## config.mk

```make
export PLATFORM = sky130hd
export DESIGN_NAME = busrec_gate
export DESIGN_NICKNAME = d
export VERILOG_FILES = /design/src/rtl/busrec_pkg.sv /design/src/rtl/busrec_rule.sv /design/src/rtl/busrec_timer.sv /design/src/rtl/busrec_seq.sv /design/src/rtl/busrec_gate.sv
export SDC_FILE = /design/constraint.sdc
export NUM_CORES = 1
export LEC_CHECK = 0
export BUFFER_PORTS_ARGS = -buffer_cell sky130_fd_sc_hd__clkbuf_2
export CAP_MARGIN = 25
export CORE_ASPECT_RATIO = 0.9
export CORE_MARGIN = 2
export CORE_UTILIZATION = 35
export CTS_CLUSTER_DIAMETER = 80
export DETAILED_ROUTE_END_ITERATION = 12
export PLACE_DENSITY_LB_ADDON = 0.08
export SLEW_MARGIN = 0
export SYNTH_ARGS = -nofsm -noshare
export SYNTH_HDL_FRONTEND = slang
export SYNTH_SLANG_ARGS = --single-unit
export TNS_END_PERCENT = 20
```

## constraint.sdc

```tcl
create_clock -name clk -period 4.03 [get_ports clk]
set_input_delay 0.2015 -clock clk [delete_from_list [all_inputs] [get_ports clk]]
set_output_delay 0.2015 -clock clk [all_outputs]
set_load 0.01 [all_outputs]
```

## src/rtl/busrec_pkg.sv

```systemverilog
package busrec_pkg;
  typedef enum logic {
    PH_REST = 1'b0,
    PH_BUSY = 1'b1
  } phase_t;

  typedef struct packed {
    logic seen;
    logic wr;
  } last_acc_t;
endpackage

```

## src/rtl/busrec_rule.sv

```systemverilog
module busrec_rule #(
  parameter int AREAS  = 8,
  parameter int CNT_W  = 4,
  localparam int AREA_W = $clog2(AREAS)
) (
  input  busrec_pkg::last_acc_t     last_acc,
  input  logic [AREA_W-1:0]         last_area,
  input  logic [AREA_W-1:0]         req_area,
  input  logic                      req_write,
  input  logic [AREAS*CNT_W-1:0]    wr_tab,
  input  logic [AREAS*CNT_W-1:0]    rd_tab,
  output logic [CNT_W-1:0]          need
);
  logic [CNT_W-1:0] wr_arr [AREAS];
  logic [CNT_W-1:0] rd_arr [AREAS];

  for (genvar g = 0; g < AREAS; g++) begin : g_unpack
    assign wr_arr[g] = wr_tab[g*CNT_W +: CNT_W];
    assign rd_arr[g] = rd_tab[g*CNT_W +: CNT_W];
  end

  always_comb begin
    need = '0;
    if (last_acc.seen) begin
      if (last_acc.wr) begin
        if (!req_write) need = wr_arr[last_area];
      end else if (req_write || (req_area != last_area)) begin
        need = rd_arr[last_area];
      end
    end
  end
endmodule

```

## src/rtl/busrec_timer.sv

```systemverilog
module busrec_timer #(
  parameter int CNT_W = 4,
  localparam int GAP_W = CNT_W + 1,
  localparam logic [GAP_W-1:0] GAP_TOP = GAP_W'(1 << CNT_W)
) (
  input  logic             clk,
  input  logic             rst_n,
  input  logic             hold,
  output logic [GAP_W-1:0] gap
);
  always_ff @(posedge clk) begin
    if (!rst_n)             gap <= '0;
    else if (hold)          gap <= '0;
    else if (gap != GAP_TOP) gap <= gap + 1'b1;
  end
endmodule

```

## src/rtl/busrec_seq.sv

```systemverilog
module busrec_seq #(
  parameter int AREAS  = 8,
  localparam int AREA_W = $clog2(AREAS)
) (
  input  logic                  clk,
  input  logic                  rst_n,
  input  logic                  grant,
  input  logic [AREA_W-1:0]     req_area,
  input  logic                  req_write,
  input  logic                  cyc_done,
  output busrec_pkg::phase_t    phase,
  output busrec_pkg::last_acc_t last_acc,
  output logic [AREA_W-1:0]     last_area,
  output logic [AREAS-1:0]      cs_n
);
  import busrec_pkg::*;

  always_ff @(posedge clk) begin
    if (!rst_n) begin
      phase     <= PH_REST;
      last_acc  <= '0;
      last_area <= '0;
    end else begin
      case (phase)
        PH_REST: if (grant) begin
          phase         <= PH_BUSY;
          last_acc.seen <= 1'b1;
          last_acc.wr   <= req_write;
          last_area     <= req_area;
        end
        PH_BUSY: if (cyc_done) phase <= PH_REST;
        default: phase <= PH_REST;
      endcase
    end
  end

  for (genvar g = 0; g < AREAS; g++) begin : g_cs
    assign cs_n[g] = !((phase == PH_BUSY) && (last_area == AREA_W'(g)));
  end
endmodule

```

## src/rtl/busrec_gate.sv

```systemverilog
module busrec_gate #(
  parameter int AREAS  = 8,
  parameter int CNT_W  = 4,
  localparam int AREA_W = $clog2(AREAS),
  localparam int GAP_W  = CNT_W + 1
) (
  input  logic                   clk,
  input  logic                   rst_n,
  input  logic                   req_valid,
  output logic                   req_ready,
  input  logic [AREA_W-1:0]      req_area,
  input  logic                   req_write,
  input  logic                   cyc_done,
  input  logic [AREAS*CNT_W-1:0] wr_rcv_cnt,
  input  logic [AREAS*CNT_W-1:0] rd_rcv_cnt,
  output logic [AREAS-1:0]       cs_n
);
  import busrec_pkg::*;

  phase_t            phase;
  last_acc_t         last_acc;
  logic [AREA_W-1:0] last_area;
  logic [CNT_W-1:0]  need;
  logic [GAP_W-1:0]  gap;
  logic              grant;

  busrec_rule #(.AREAS(AREAS), .CNT_W(CNT_W)) u_rule (
    .last_acc (last_acc),
    .last_area(last_area),
    .req_area (req_area),
    .req_write(req_write),
    .wr_tab   (wr_rcv_cnt),
    .rd_tab   (rd_rcv_cnt),
    .need     (need)
  );

  busrec_timer #(.CNT_W(CNT_W)) u_timer (
    .clk  (clk),
    .rst_n(rst_n),
    .hold (phase == PH_BUSY),
    .gap  (gap)
  );

  assign req_ready = (phase == PH_REST) && (gap >= {1'b0, need});
  assign grant     = req_valid && req_ready;

  busrec_seq #(.AREAS(AREAS)) u_seq (
    .clk      (clk),
    .rst_n    (rst_n),
    .grant    (grant),
    .req_area (req_area),
    .req_write(req_write),
    .cyc_done (cyc_done),
    .phase    (phase),
    .last_acc (last_acc),
    .last_area(last_area),
    .cs_n     (cs_n)
  );
endmodule

```

==> run_results.csv, run 1 <==
group,metric,value,unit
outcome,status,"finished clean",
sta,hold_viol_final,0,
clock_tree,hold_buffers,0,
die,coreArea,3380,um2
worst_setup_path,criticalPathCategory,"flip-flop to output pin",
global_routing,gr-total-overflow,0,
clock_tree,clkTransAtPathRegs,0.05,ns
place,post_dp_cell_area,1650,um2
global_routing,antenna_found_initial,0,
clock_tree,clock_latency,0.24,ns
die,fp.dieH,60.5,um
yosys,postSynthAreaPerCell,11.0,um2
detailed_routing,post_drt_wl_per_cell,15.5,um
die,pin_count,81,
die,start_util,36.7,%
clock_tree,clockBufferDepth,2,
worst_hold_path,hold_path.class,"primary input to flip-flop",
worst_setup_path,critPathMaxFanout,13,
detailed_routing,drc,0,
pwr,p_leak,0.767,nW
yosys,synth.distinct_cells,31,
sta,slew_viol_final,0,
layout,synthToLayoutAreaGrowth,37.0,%
pwr,ir_worst_vdd,0.233,mV
job,maxCapViolCount,0,
worst_setup_path,start_kind,"flip-flop",
detailed_routing,ant_nets,0,
sta,fin_worst_skew,0.00449,ns
sta,rsz0062_at_grt,"no",
worst_setup_path,worstSetupEndpointType,"output pin",
clock_tree,cts.sink_count,11,
yosys,yosysWarnings,0,
sta,finalSetupViolCount,0,
pwr,total_power,0.773,mW
detailed_routing,dr.pass1.iters,4,
clock_tree,cts-root-buf,"clkbuf_8",
sta,fmax,327,MHz
detailed_routing,drtIter0Drc,42,
yosys,ys_async_sr_fraction,0,%
layout,final_area,1700,um2
sta,worst_pin_slew,0.588,ns
layout,layout_commonest_cell,"clkbuf_2",
global_routing,grt_usage,17.3,%
yosys,synth_top_area_share,19.1,%
place,dp_hpwl,3.08,mm
yosys,synth_ff_type,"dfxtp_1",
yosys,seq_area_frac_synth,17.8,%
die,dieArea,4040,um2
layout,antennaDiodeCount,0,
yosys,ys_ff_latch,11,
yosys,synth_area_leaders,"mux4_1 (19%), dfxtp_1 (18%), mux4_2 (13%)",
sta,final.min_clock_period,3.05,ns
layout,drive_above_1_share,50.8,%
sta,setup_tns,0,ns
global_routing,grt_max_degree,24,
detailed_routing,vias,1241,
worst_setup_path,worstPathRequired,3.83,ns
sta,hold_ws,0.219,ns
yosys,syn_nets,191,
die,rows,20,
yosys,synthCells,113,
sta,relSlewSlack,60.8,%
detailed_routing,vias_per_cell,5.28,
place,numPortBuffers,80,
worst_setup_path,critPathArrivalTime,2.85,ns
yosys,synthesis.area,1240,um2
clock_tree,cts_tree,"built",
pwr,pwr_density_cell,455,nW/um2
place,routabilityCongestion,0.723,
clock_tree,cts_setup_buffers,0,
layout,fin_nets,270,
global_routing,grt_pass1_vias,1114,
clock_tree,numCtsBuffers,3,
global_routing,grt_pass1_wl,5.21,mm
yosys,synth_edf_count,0,
yosys,synth_top_cell_by_area,"mux4_1",
clock_tree,cts_max_level,1,
detailed_routing,routed_wl,3.64,mm
clock_tree,cts.repair.resized,0,
layout,layout_common_cells,"clkbuf_2 (80), nand2_1 (12), dfxtp_1 (11)",
sta,final.period_utilization,75.8,%
die,dieWidth,66.7,um
through the flow:
step / std cells / util [%] / setup slack, ns
final: 235 / 50.3 / 0.975
after global routing: 235 / 50.3 / 0.764
after detailed placement: 231 / 49.0 / 0.993
after CTS: 235 / 50.3 / 0.936
after global placement: 231 / 49.0 / 1.11
after floorplan: 113 / - / 1.43
final timing paths:
kind,start,endpoint,slack [ns],cells past startpoint
worst min-delay path,req_area[1],u_seq.last_area[1],0.22,3
worst max register to register,u_seq.last_area[0],u_seq.last_area[2],1.03,9
worst max-delay path,u_seq.last_area[2],req_ready,0.98,7
worst min register to register,u_seq.last_acc[0],u_seq.last_acc[0],0.47,2
cells by family after synthesis:
group                    after synthesis  synth area share [%]
buffers and inverters                 11                  5.45
adder cells (fa/ha/maj)                6                  6.05
flip-flops                            11                  17.8
XOR/XNOR                               7                  4.94
AND/OR/NAND/NOR                       41                  16.2
AO/OA/AOI/OAI                         12                  10.5
multiplexers                          25                  39.1
where the power goes:
part | total [mW] | internal, mW | switching (mW)
clock network | 0.111 | 0.0695 | 0.0420
logic | 0.470 | 0.251 | 0.219
registers | 0.192 | 0.140 | 0.0518
flip-flops by register name, summed over array words and instances, names as in the netlist:
signal           flops
u_seq.last_acc       2
u_seq.last_area      3
u_seq.phase          1
u_timer.gap          5
routing by layer:
metal / wire length (um) / share of wire (%) / global-route usage, % / vias up
met3: 277 / 7.6 / 5.19 / 0
met4: 0 / 0 / 1.75 / 0
met2: 1830 / 50 / 29.6 / 50
met1: 1530 / 42 / 22.7 / 596
met5: 0 / 0 / 0 / -
li1: - / - / - / 595
cell usage after synthesis (all sizes together), types with 2 or more instances:
| library cell | number |
|---|---|
| a221oi | 3 |
| buf | 4 |
| clkbuf | 4 |
| dfxtp | 11 |
| ha | 6 |
| inv | 3 |
| mux2i | 9 |
| mux4 | 16 |
| nand2 | 12 |
| nand2b | 2 |
| nand3 | 6 |
| nor2 | 10 |
| nor2b | 5 |
| o21a | 2 |
| o21ai | 2 |
| xnor2 | 2 |
| xor2 | 5 |
worst max-delay path: stages, from the launching register on:
cell and delay (ns):
dfxtp_1 0.69, nor3b_1 0.55, a221oi_1 0.22, ha_1 0.22, or4_1 0.52, a21oi_2 0.19
a211oi_1 0.08, clkbuf_2 0.15
cell type report:
| type | count | area [um2] |
|---|---|---|
| Fill cell | 327 | 1680 |
| Inverter | 3 | 11.3 |
| Tap cell | 44 | 55.1 |
| Multi-Input combinational cell | 91 | 952 |
| Clock buffer | 4 | 45.0 |
| Timing Repair Buffer | 82 | 415 |
| Sequential cell | 11 | 220 |
Note: power is estimated with default switching activity, not from simulation.
==> run 2, diff against run 1 <==
==> constraint.sdc (replaced) <==
create_clock -name clk -period 2.8 [get_ports clk]
set_input_delay 0.14 -clock clk [delete_from_list [all_inputs] [get_ports clk]]
set_output_delay 0.14 -clock clk [all_outputs]
set_load 0.01 [all_outputs]
==> run 2 against run 1 <==
Effect of this change:
- cell count rose by 3.0%
- clock power rose by 47%
- first-iteration DRC count rose by 86%
- sequential share of layout area fell by 0.79 points
- global-route usage rose by 0.086 points
- largest power group unchanged
- highest routed layer is now met4
==> run_results.csv, run 2 (synthesis results as in run 1) <==
group,metric,value,unit
clock_tree,numCtsBuffers,3,
layout,fin_nets,277,
die,dieWidth,66.7,um
global_routing,grt_max_degree,22,
die,fp.dieH,60.5,um
die,start_util,36.7,%
clock_tree,cts_tree,"built",
die,coreArea,3380,um2
layout,fillCellCount,336,
sta,final.min_clock_period,2.72,ns
global_routing,grt_pass1_wl,5.17,mm
worst_setup_path,start_kind,"flip-flop",
sta,rsz0062_at_grt,"yes",
detailed_routing,dr.pass1.iters,4,
detailed_routing,vias_per_cell,5.18,
clock_tree,clkTransAtPathRegs,0.05,ns
die,dieArea,4040,um2
place,routabilityCongestion,0.826,
layout,synthToLayoutAreaGrowth,46.7,%
sta,setup_tns,0,ns
global_routing,met2_usage,30.0,%
layout,largest_reg_flops,5,
layout,seq_area,221,um2
layout,layout_common_cells,"clkbuf_2 (80), nand2_1 (12), nor2_1 (10), dfxtp_1 (10), mux2i_1 (9)",
detailed_routing,post_drt_wl_per_cell,15.1,um
global_routing,busiest_layer,"met2",
detailed_routing,ant_nets,0,
detailed_routing,vias,1253,
worst_setup_path,criticalPathCategory,"flip-flop to output pin",
sta,fmax,367,MHz
worst_setup_path,critPathArrivalTime,2.58,ns
pwr,ir_worst_vdd,0.432,mV
clock_tree,clockBufferDepth,2,
global_routing,gr-total-overflow,0,
sta,relSlewSlack,69.3,%
layout,multi_input_area,986,um2
die,pin_count,81,
clock_tree,clock_latency,0.24,ns
sta,final.period_utilization,97.3,%
sta,slew_viol_final,0,
detailed_routing,routed_wl,3.66,mm
worst_hold_path,hold_path.class,"primary input to flip-flop",
global_routing,grtUsageMet3,4.82,%
die,rows,20,
place,dp_hpwl,3.07,mm
pwr,p_leak,0.820,nW
global_routing,antenna_found_initial,0,
sta,finalSetupViolCount,0,
pwr,pwr_density_cell,684,nW/um2
layout,layout_commonest_cell,"clkbuf_2",
sta,fin_worst_skew,0.00268,ns
outcome,status,"finished clean",
global_routing,met1_usage,21.8,%
detailed_routing,drc,0,
sta,hold_viol_final,0,
place,numPortBuffers,80,
layout,antennaDiodeCount,0,
worst_setup_path,critPathMaxFanout,10,
layout,drive_above_1_share,57.6,%
layout,regMostFlops,"u_timer.gap",
clock_tree,cts-root-buf,"clkbuf_8",
worst_setup_path,worstSetupEndpointType,"output pin",
pwr,total_power,1.24,mW
global_routing,grt_usage,17.4,%
global_routing,grt_pass1_vias,1146,
worst_setup_path,worstPathRequired,2.66,ns
job,maxCapViolCount,0,
detailed_routing,drtIter0Drc,78,
clock_tree,cts.sink_count,11,
clock_tree,cts_max_level,1,
sta,worst_pin_slew,0.458,ns
layout,reg_top3,"u_timer.gap: 5 flops, u_seq.last_area: 3 flops, u_seq.last_acc: 2 flops",
## run 2: metal layers
metal	vias up	wire, um
li1	609	-
met1	606	1500
met2	36	1850
met3	2	294
met4	0	16
met5	-	0
## run 2: critical path, stage by stage, from the launching register on
cell      delay, ns
dfxtp_1        0.53
xor2_1         0.27
o41ai_4        0.11
nor2_1         0.18
a221oi_2       0.05
ha_1           0.20
or4_1          0.54
a21oi_2        0.24
a211oi_2       0.08
clkbuf_2       0.14
## run 2: path summary, 6_finish.rpt
path / slack, ns / end / start / cells after the start
worst min register to register: 0.48 / u_seq.last_acc[0] / u_seq.last_acc[0] / 2
worst max-delay path: 0.08 / req_ready / u_seq.last_area[2] / 9
worst min-delay path: 0.15 / u_seq.last_area[0] / req_area[0] / 3
worst max register to register: 0.16 / u_seq.last_area[1] / u_seq.last_area[0] / 11
## run 2: through the flow
stage               cell area (um2)  cells  hold slack (ns)  worst slack [ns]  util, %
CTS                            1760    239            0.155           0.00308     52.2
global route                   1820    242            0.151           -0.0880     53.9
global placement               1710    235            0.398            0.0826     50.6
finish                         1820    242            0.152            0.0758     53.9
floorplan                      1240    113            0.282             0.197        -
detailed placement             1710    235            0.408           -0.0558     50.6
## run 2: final cells by class
cell class,count,area share (%)
clock buffer,4,2.48
inverter,3,0.619
multi-input combinational,91,54.2
sequential,11,12.2
tap,44,3.03
timing repair buffer,89,27.5
## run 2: power breakdown
group	switching, mW	leakage, nW	total, mW	internal, mW
Combinational	0.360	0.707	0.813	0.452
Clock	0.0625	0.0228	0.163	0.100
Sequential	0.0669	0.0905	0.269	0.202
## run 2: repair_timing
| action | 4_1_cts | 5_1_grt |
|---|---|---|
| gates resized for setup | 3 | 10 |
| setup endpoints to repair | 7 | 7 |
| gates cloned | 0 | 0 |
| pin swaps | 0 | 3 |
| hold buffers | 0 | 0 |
| setup buffers | 0 | 3 |
